## config.mk

```make
export PLATFORM = sky130hd
export DESIGN_NAME = led_port_ctrl
export DESIGN_NICKNAME = d
export VERILOG_FILES = /design/src/rtl/led_pkg.sv /design/src/rtl/led_tick_gen.sv /design/src/rtl/led_sync.sv /design/src/rtl/led_event_stretch.sv /design/src/rtl/led_blink.sv /design/src/rtl/led_port_ctrl.sv
export SDC_FILE = /design/constraint.sdc
export NUM_CORES = 1
export LEC_CHECK = 0
export ABC_AREA = 1
export BUFFER_PORTS_ARGS = -buffer_cell sky130_fd_sc_hd__buf_4
export CAP_MARGIN = 10
export CORE_ASPECT_RATIO = 1.2
export CORE_MARGIN = 4
export CORE_UTILIZATION = 60
export CTS_CLUSTER_DIAMETER = 30
export DETAILED_ROUTE_END_ITERATION = 8
export PLACE_DENSITY = 0.84
export SYNTH_ARGS = -nofsm -noshare
export SYNTH_HDL_FRONTEND = slang
export SYNTH_SLANG_ARGS = --single-unit
```

## constraint.sdc

```tcl
create_clock -name clk -period 3.7 [get_ports clk]
set_clock_uncertainty 0.15 [all_clocks]
set_input_delay 0.555 -clock clk [delete_from_list [all_inputs] [get_ports clk]]
set_output_delay 0.555 -clock clk [all_outputs]
set_load 0.02 [all_outputs]
```

## src/rtl/led_pkg.sv

```systemverilog
package led_pkg;

    localparam int MODE_W   = 4;
    localparam int NUM_EV   = 3;
    localparam int EV_TX    = 0;
    localparam int EV_RX    = 1;
    localparam int EV_COL   = 2;

    typedef enum logic [MODE_W-1:0] {
        MODE_SPEED   = 4'b0000,
        MODE_TX      = 4'b0001,
        MODE_RX      = 4'b0010,
        MODE_COL     = 4'b0011,
        MODE_LINK    = 4'b0100,
        MODE_DUPLEX  = 4'b0101,
        MODE_ISOLATE = 4'b0110,
        MODE_LINKACT = 4'b1101
    } led_mode_e;

    typedef enum logic [1:0] {
        STR_SHORT = 2'b00,
        STR_MID   = 2'b01,
        STR_LONG  = 2'b10,
        STR_RSVD  = 2'b11
    } stretch_sel_e;

    typedef struct packed {
        logic speed;
        logic tx;
        logic rx;
        logic col;
        logic link;
        logic duplex;
        logic isolate;
    } port_status_t;

    localparam int STATUS_W = $bits(port_status_t);

    function automatic int max3(int a, int b, int c);
        int m;
        m = (a > b) ? a : b;
        return (m > c) ? m : c;
    endfunction

    // Reserved select falls back to the short interval.
    function automatic int stretch_ticks(logic [1:0] sel, int t_short, int t_mid, int t_long);
        case (stretch_sel_e'(sel))
            STR_MID:  return t_mid;
            STR_LONG: return t_long;
            default:  return t_short;
        endcase
    endfunction

    function automatic logic mode_known(logic [MODE_W-1:0] code);
        case (led_mode_e'(code))
            MODE_SPEED, MODE_TX, MODE_RX, MODE_COL, MODE_LINK,
            MODE_DUPLEX, MODE_ISOLATE, MODE_LINKACT: return 1'b1;
            default: return 1'b0;
        endcase
    endfunction

    // Lamp state (1 = lit) for one mode code.
    function automatic logic mode_lit(logic [MODE_W-1:0] code, port_status_t st,
                                      logic [NUM_EV-1:0] ev, logic blink_dark);
        case (led_mode_e'(code))
            MODE_SPEED:   return st.speed;
            MODE_TX:      return ev[EV_TX];
            MODE_RX:      return ev[EV_RX];
            MODE_COL:     return ev[EV_COL];
            MODE_LINK:    return st.link;
            MODE_DUPLEX:  return st.duplex;
            MODE_ISOLATE: return st.isolate;
            MODE_LINKACT: return st.link & ~blink_dark;
            default:      return 1'b0;
        endcase
    endfunction

endpackage

```

## src/rtl/led_tick_gen.sv

```systemverilog
module led_tick_gen #(
    parameter int CLKS_PER_TICK = 100000
) (
    input  logic clk,
    input  logic rst,
    output logic tick
);
    localparam int CW = (CLKS_PER_TICK > 1) ? $clog2(CLKS_PER_TICK) : 1;
    localparam logic [CW-1:0] LAST = CW'(CLKS_PER_TICK - 1);

    logic [CW-1:0] cnt;

    always_ff @(posedge clk) begin
        if (rst || cnt == LAST) begin
            cnt <= '0;
        end else begin
            cnt <= cnt + 1'b1;
        end
    end

    assign tick = (cnt == LAST) && !rst;
endmodule

```

## src/rtl/led_sync.sv

```systemverilog
module led_sync #(
    parameter int W = 1
) (
    input  logic         clk,
    input  logic         rst,
    input  logic [W-1:0] d,
    output logic [W-1:0] q
);
    logic [W-1:0] meta;
    logic [W-1:0] stable;

    always_ff @(posedge clk) begin
        if (rst) begin
            meta   <= '0;
            stable <= '0;
        end else begin
            meta   <= d;
            stable <= meta;
        end
    end

    assign q = stable;
endmodule

```

## src/rtl/led_event_stretch.sv

```systemverilog
module led_event_stretch #(
    parameter int TW = 4
) (
    input  logic          clk,
    input  logic          rst,
    input  logic          tick,
    input  logic          ev,
    input  logic          stretch_en,
    input  logic [TW-1:0] load,
    output logic          ev_out
);
    logic          ev_q;
    logic [TW-1:0] remain;
    logic          rise;

    assign rise = ev & ~ev_q;

    always_ff @(posedge clk) begin
        if (rst) begin
            ev_q   <= 1'b0;
            remain <= '0;
        end else begin
            ev_q <= ev;
            if (!stretch_en) begin
                remain <= '0;
            end else if (rise) begin
                remain <= load;
            end else if (tick && remain != '0) begin
                remain <= remain - 1'b1;
            end
        end
    end

    assign ev_out = stretch_en ? (remain != '0) : ev;
endmodule

```

## src/rtl/led_blink.sv

```systemverilog
module led_blink #(
    parameter int TW = 4
) (
    input  logic          clk,
    input  logic          rst,
    input  logic          tick,
    input  logic          active,
    input  logic [TW-1:0] period,
    output logic          dark
);
    logic [TW-1:0] phase_cnt;
    logic          dark_q;

    always_ff @(posedge clk) begin
        if (rst || !active) begin
            phase_cnt <= '0;
            dark_q    <= 1'b0;
        end else if (tick) begin
            if (phase_cnt + 1'b1 >= period) begin
                phase_cnt <= '0;
                dark_q    <= ~dark_q;
            end else begin
                phase_cnt <= phase_cnt + 1'b1;
            end
        end
    end

    assign dark = dark_q;
endmodule

```

## src/rtl/led_port_ctrl.sv

```systemverilog
module led_port_ctrl
    import led_pkg::*;
#(
    parameter int NUM_LEDS      = 3,
    parameter int CLKS_PER_TICK = 100000,
    parameter int LAMP_TICKS    = 1000,
    parameter int ST_SHORT      = 30,
    parameter int ST_MID        = 60,
    parameter int ST_LONG       = 100
) (
    input  logic                       clk,
    input  logic                       rst,
    input  logic                       speed_i,
    input  logic                       tx_act_i,
    input  logic                       rx_act_i,
    input  logic                       col_i,
    input  logic                       link_i,
    input  logic                       duplex_i,
    input  logic                       isolate_i,
    input  logic [NUM_LEDS*MODE_W-1:0] led_mode_i,
    input  logic [1:0]                 stretch_sel_i,
    input  logic                       stretch_en_i,
    output logic [NUM_LEDS-1:0]        led_n_o
);
    localparam int ST_MAX = max3(ST_SHORT, ST_MID, ST_LONG);
    localparam int TW     = $clog2(ST_MAX + 1);
    localparam int LW     = $clog2(LAMP_TICKS + 1);
    localparam logic [LW-1:0] LAMP_LAST = LW'(LAMP_TICKS);

    logic                tick;
    port_status_t        st_raw;
    port_status_t        st_s;
    logic [STATUS_W-1:0] st_sync_vec;
    logic [NUM_EV-1:0]   ev_sync;
    logic [NUM_EV-1:0]   ev_str;
    logic [TW-1:0]       str_load;
    logic                activity;
    logic                blink_dark;
    logic [LW-1:0]       lamp_cnt;
    logic                lamp_active;
    logic [NUM_LEDS-1:0] led_on;
    logic [NUM_LEDS-1:0] led_n_q;

    led_tick_gen #(.CLKS_PER_TICK(CLKS_PER_TICK)) u_tick (
        .clk  (clk),
        .rst  (rst),
        .tick (tick)
    );

    always_comb begin
        st_raw.speed   = speed_i;
        st_raw.tx      = tx_act_i;
        st_raw.rx      = rx_act_i;
        st_raw.col     = col_i;
        st_raw.link    = link_i;
        st_raw.duplex  = duplex_i;
        st_raw.isolate = isolate_i;
    end

    led_sync #(.W(STATUS_W)) u_sync (
        .clk (clk),
        .rst (rst),
        .d   (st_raw),
        .q   (st_sync_vec)
    );

    assign st_s = port_status_t'(st_sync_vec);

    assign ev_sync[EV_TX]  = st_s.tx;
    assign ev_sync[EV_RX]  = st_s.rx;
    assign ev_sync[EV_COL] = st_s.col;

    assign str_load = TW'(stretch_ticks(stretch_sel_i, ST_SHORT, ST_MID, ST_LONG));

    for (genvar e = 0; e < NUM_EV; e++) begin : g_ev
        led_event_stretch #(.TW(TW)) u_stretch (
            .clk        (clk),
            .rst        (rst),
            .tick       (tick),
            .ev         (ev_sync[e]),
            .stretch_en (stretch_en_i),
            .load       (str_load),
            .ev_out     (ev_str[e])
        );
    end

    assign activity = ev_str[EV_TX] | ev_str[EV_RX];

    led_blink #(.TW(TW)) u_blink (
        .clk    (clk),
        .rst    (rst),
        .tick   (tick),
        .active (activity & st_s.link),
        .period (str_load),
        .dark   (blink_dark)
    );

    always_ff @(posedge clk) begin
        if (rst) begin
            lamp_cnt <= '0;
        end else if (tick && lamp_active) begin
            lamp_cnt <= lamp_cnt + 1'b1;
        end
    end

    assign lamp_active = (lamp_cnt != LAMP_LAST);

    for (genvar g = 0; g < NUM_LEDS; g++) begin : g_led
        assign led_on[g] = mode_lit(led_mode_i[g*MODE_W +: MODE_W], st_s, ev_str, blink_dark);
    end

    always_ff @(posedge clk) begin
        if (rst) begin
            led_n_q <= '1;
        end else if (lamp_active) begin
            led_n_q <= '0;
        end else begin
            led_n_q <= ~led_on;
        end
    end

    assign led_n_o = led_n_q;
endmodule

```

======== After elaboration in Yosys (flattened, before gate mapping) ========
Cells that the tools add are included.
cells by class
  reduce and logical (&&, ||, !) cells .... 20
  bitwise gates (word level) .............. 12
  add/subtract/negate cells ............... 6
  mux-type cells .......................... 15
  magnitude comparators ................... 1
  equal/unequal tests ..................... 25
operator list
  kind                                                                count
  7-bit 2-to-1 mux                                                    7
  4-bit by 3-bit == test with 1-bit output, second input constant     9
  4-bit by 2-bit == test with 1-bit output, second input constant     6
  1-bit one-hot mux with 8 select lines                               3
  7-bit nonzero test                                                  3
  7-bit by 1-bit subtractor with 7-bit output, second input constant  3
  17-bit by 1-bit adder with 17-bit output, second input constant     1
  17-bit == test, second input constant                               1
  7-bit one-hot mux with 2 select lines                               1
  4-bit by 1-bit == test with 1-bit output, second input constant     3
  4-bit == test, second input constant                                3
  4-bit logical NOT                                                   3
  10-bit by 1-bit adder with 10-bit output, second input constant     1
  10-bit inequality test, second input constant                       1
  7-bit by 1-bit adder with 7-bit output, second input constant       1
  7-bit >= comparator                                                 1
  2-bit nonzero test                                                  3
  1-bit bitwise AND                                                   5
  1-bit logical AND                                                   5
  1-bit NOT                                                           5
  1-bit 2-to-1 mux                                                    3
  3-bit 2-to-1 mux                                                    1
  3-bit NOT                                                           1
  2-bit by 1-bit == test with 1-bit output, second input constant     1
  other kinds (6)                                                     8
word-level totals
  bits of input ports ..................... 24
  logic and storage cells ................. 92
  flip-flop bits (word level) ............. 76
  output and inout port bits .............. 3

======== Depth between registers and ports, before layout ========
  depth in word-level cells ............... 6
  gate-level depth with buffers ........... 13
  depth with buffers taken out ............ 13

======== Cells and area by module ========
From an unflattened synthesis, not the netlist that was laid out.
second synthesis, totals
  cell total of the unflattened synthesis .. 758
  area total of the unflattened synthesis .. 4847.1 sq um
modules (own cells, without submodules)
  module             sequential area each (sq um)  instances  area each (sq um)  cells an instance
  led_event_stretch  160.2                         3          605.6              98
  led_port_ctrl      260.2                         1          1063.5             179
  led_tick_gen       340.3                         1          935.9              141
  led_blink          160.2                         1          634.4              101
  led_sync           280.3                         1          396.6              43

======== Least setup slack after synthesis ========
No wires, ideal clock.
  kind .................................... reg2reg
  from .................................... register u_blink.phase_cnt[0]
  to ...................................... register u_blink.dark_q, in the netlist u_blink.dark
  buffers on the path ..................... 0
  period minus slack after synthesis ...... 2.192 ns
  library setup time ...................... 0.115 ns
  data arrival time ....................... 1.926 ns
  cell stages (with the launch flop) ...... 13
  required time ........................... 3.435 ns
  slack ................................... 1.508 ns
  path through ............................ dfxtp_1 ha_1 nand4_1 o21ai_0 nand2_1 ha_1 nand2_1 nor3b_1 nand2_1 nand3_1 nand3_1 nand2_1 nor2_1
on the way
  word-level cells in the longest chain between the ends .. 3
RTL lines
  item                                    line             RTL
  from (decl)                             led_blink.sv:11  logic [TW-1:0] phase_cnt;
  from (signal assigned)                  led_blink.sv:23  phase_cnt <= phase_cnt + 1'b1;
  7-bit by 1-bit adder with 7-bit output  led_blink.sv:19  if (phase_cnt + 1'b1 >= period) begin
  7-bit >= comparator                     led_blink.sv:19
  2-bit AND reduction (no source line)    -
  to (signal assigned)                    led_blink.sv:21  dark_q <= ~dark_q;
  to (decl)                               led_blink.sv:12  logic dark_q;
No other way between the ends.
A chain may end at the register's enable or synchronous reset.

======== Worst setup path in the final report ========
Same ends and word-level chain as after synthesis.

==> run_results.csv <==
group,metric,value,unit
synth,yosysMostFrequentCell,"nand2_1",
floorplan,initial_core_util,62.2,%
critical_path,crit_family,"simple AND/OR/NAND/NOR gates",
global_routing,grt_pass1_vias,4138,
critical_path,crit_path_cell_trace,"ha_1 > nand4_1 > o21ai_0 > nand2_1 > ha_1 > nand2_1 > nor3b_1 > nand2_1 > nand3_1 > nand3_1 > nand2_1 > nor2_1",
synth,syn-cell-area,0.00458,mm2
floorplan,core-area,0.00736,mm2
power,power,1.70,mW
critical_path,path_common_cell,"nand2_1",
synth,netlist_instances,687,
synth,synth_commonest_cells,"158 x nand2_1, 109 x nor2_1, 100 x inv_1",
sta,layout_min_cycle_time,2.52,ns
synth,synth_area_leader_cell,"dfxtp_1",
clock_network,cts_tree,"yes",
critical_path,worst_path_max_delay_cell,"dfxtp_1",
sta,slew_headroom,63.0,%
place,io_buffers,26,
place,dp_hpwl,7510,um
route,drt-initial-drc-count,290,
clock_network,cts_buffer_depth,2,
global_routing,grt_pass1_wl,17500,um
route,vias,4331,
sta,finalSetupViolations,0,
critical_path,slowest_delay,0.40,ns
floorplan,die_h,104,um
sta,fmax,397,MHz
clock_network,cts_inserted_buffers,9,
synth,async_reset_ff_share,0,%
sta,worst_pin_slew,0.554,ns
floorplan,fp.dieW,87.8,um
place,dp_slack,1.20,ns
route,ant_nets,0,
worst_hold_path,min_path_type,"input pin to flop",
route,wirelength,10100,um
floorplan,dieArea,0.00910,mm2
synth,ys.flop_type,"dfxtp_1",
power,ir_worst_vdd,0.286,mV
floorplan,io_pins,27,
route,viasPerCell,5.33,
synth,syn_area_per_cell,6.67,um2
sta,final-max-slew-violation-count,0,
layout,antenna-diode-count,0,
clock_network,clkLatencyLatePin,0.34,ns
route,drt_pass1_iterations,7,
critical_path,worst_setup_path_start_kind,"flop",
sta,final-hold-violation-count,0,
critical_path,crit_arrival,2.61,ns
synth,synth_edf_count,0,
clock_network,cts-root-buf,"clkbuf_8",
power,p_leak,2.26,nW
clock_network,cts_setup_buffers,0,
critical_path,required,3.78,ns
clock_network,cts_max_level,3,
route,drc,0,
global_routing,grt_antenna_before_repair,0,
sta,layout_setup_ws,1.18,ns
clock_network,cts-hold-fix-buffers,0,
clock_network,clock-sinks,76,
synth,ys_seq_area_share,33.2,%
sta,rsz0062_at_grt,"no",
synth,synth_top_area_share,33.2,%
critical_path,endpoint_kind,"flop",
global_routing,grt_usage,23.2,%
layout,drive_gt1_share,10.7,%
clock_network,clk_pin_slew_worst_paths,0.08,ns
global_routing,grt_max_degree,33,
synth,synth_warnings,0,
sta,post-route-period-util,68.1,%
layout,area_delta_synth_final,10.2,%
critical_path,critPathBufInv,0,
synth,synth_nets,727,
clock_network,ctsResizeCount,0,
sta,tns,0,ns
layout,nFillCells,619,
synth,synth_cell_types,35,
place,dpl-instance-area,0.00483,mm2
global_routing,grt.overflow.total,0,
floorplan,rows,34,
critical_path,critPathKind,"flop to flop",
route,wl_per_cell,12.4,um
layout,fin_nets,757,
critical_path,path_max_fanout,8,
layout,finish.instance_area,0.00505,mm2
run_status,status,"finished clean",
run,maxCapViolCount,0,
power,p_per_area,336,mW/mm2
place,place_congestion,0.919,
synth,ys_ff_latch,76,
synth,yosys-top-cells-area,"dfxtp_1 33%, nand2_1 13%, nor2_1 8.9%, inv_1 8.2%, nand3_1 8.1%",
==> stage by stage <==
step	hold slack, ns	cells	utilization (%)
finish	0.261	812	68.6
global route	0.265	812	68.6
CTS	0.255	812	68.6
detailed placement	0.251	796	65.6
global placement	0.250	796	65.6
floorplan	0.238	687	-
==> metal layers <==
metal	vias up	GRT usage, %	share of wire, %
li1	2223	-	-
met1	1943	27.8	42
met2	126	38.7	49
met4	0	11.6	4.1
met3	39	4.13	4.8
met5	-	0	0
==> cells in the final DEF (no fill, tap or decap), types with 4 or more instances in the layout <==
cell type,instances
a21oi_1,38
xnor2_1,8
inv_2,6
inv_1,100
clkbuf_8,9
nand2_1,158
ha_1,16
nor3_1,11
nand3b_1,4
nand3_1,74
o21ai_0,13
xor2_1,20
nand4_1,10
nor2_1,109
buf_4,26
nor2_2,5
nor2_4,4
dfxtp_1,76
==> power breakdown <==
| part | switching, mW | internal (mW) | total (mW) |
|---|---|---|---|
| registers | 0.0107 | 0.834 | 0.845 |
| logic | 0.104 | 0.0600 | 0.164 |
| clock network | 0.310 | 0.380 | 0.689 |
==> cell type report <==
| type | instances | area, um2 | share of cell area, % |
|---|---|---|---|
| clock buffers | 10 | 128 | 2.53 |
| clock inverters | 6 | 88.8 | 1.76 |
| inverters | 108 | 405 | 8.03 |
| multi-input cells | 496 | 2600 | 51.4 |
| flip-flops and latches | 76 | 1520 | 30.1 |
| well taps | 90 | 113 | 2.23 |
| repair buffers | 26 | 195 | 3.87 |
==> worst min-delay path: stages <==
cell and delay (ns):
buf_4 0.08, inv_1 0.03, nor2_1 0.06
==> cells by family (layout without fill, tap and decap cells) <==
family,Yosys count,after routing,synth area share [%]
AO/OA/AOI/OAI,56,56,6.39
adder cells (fa/ha/maj),16,16,4.37
XOR/XNOR,28,28,5.36
flip-flops,76,76,33.2
AND/OR/NAND/NOR,396,396,40.6
buffers and inverters,115,150,10.1
==> sequential cells by signal, indices dropped and copies added, names as in the netlist <==
register and flops:
u_sync.q 7, u_sync.meta 7, lamp_cnt 10, u_blink.dark 1, u_tick.cnt 17, g_ev.u_stretch.remain 21
g_ev.u_stretch.ev_q 3, u_blink.phase_cnt 7, led_n_o 3
==> worst paths after layout <==
check,slack [ns],cells past startpoint,endpoint,startpoint
worst max-delay path,1.18,12,u_blink.dark,u_blink.phase_cnt[0]
worst min-delay path,0.26,3,u_sync.meta[4],rx_act_i
worst max register to register,1.18,12,u_blink.dark,u_blink.phase_cnt[0]
worst min register to register,0.26,2,u_sync.q[5],u_sync.meta[5]
Power figures use the tool's default switching activity.
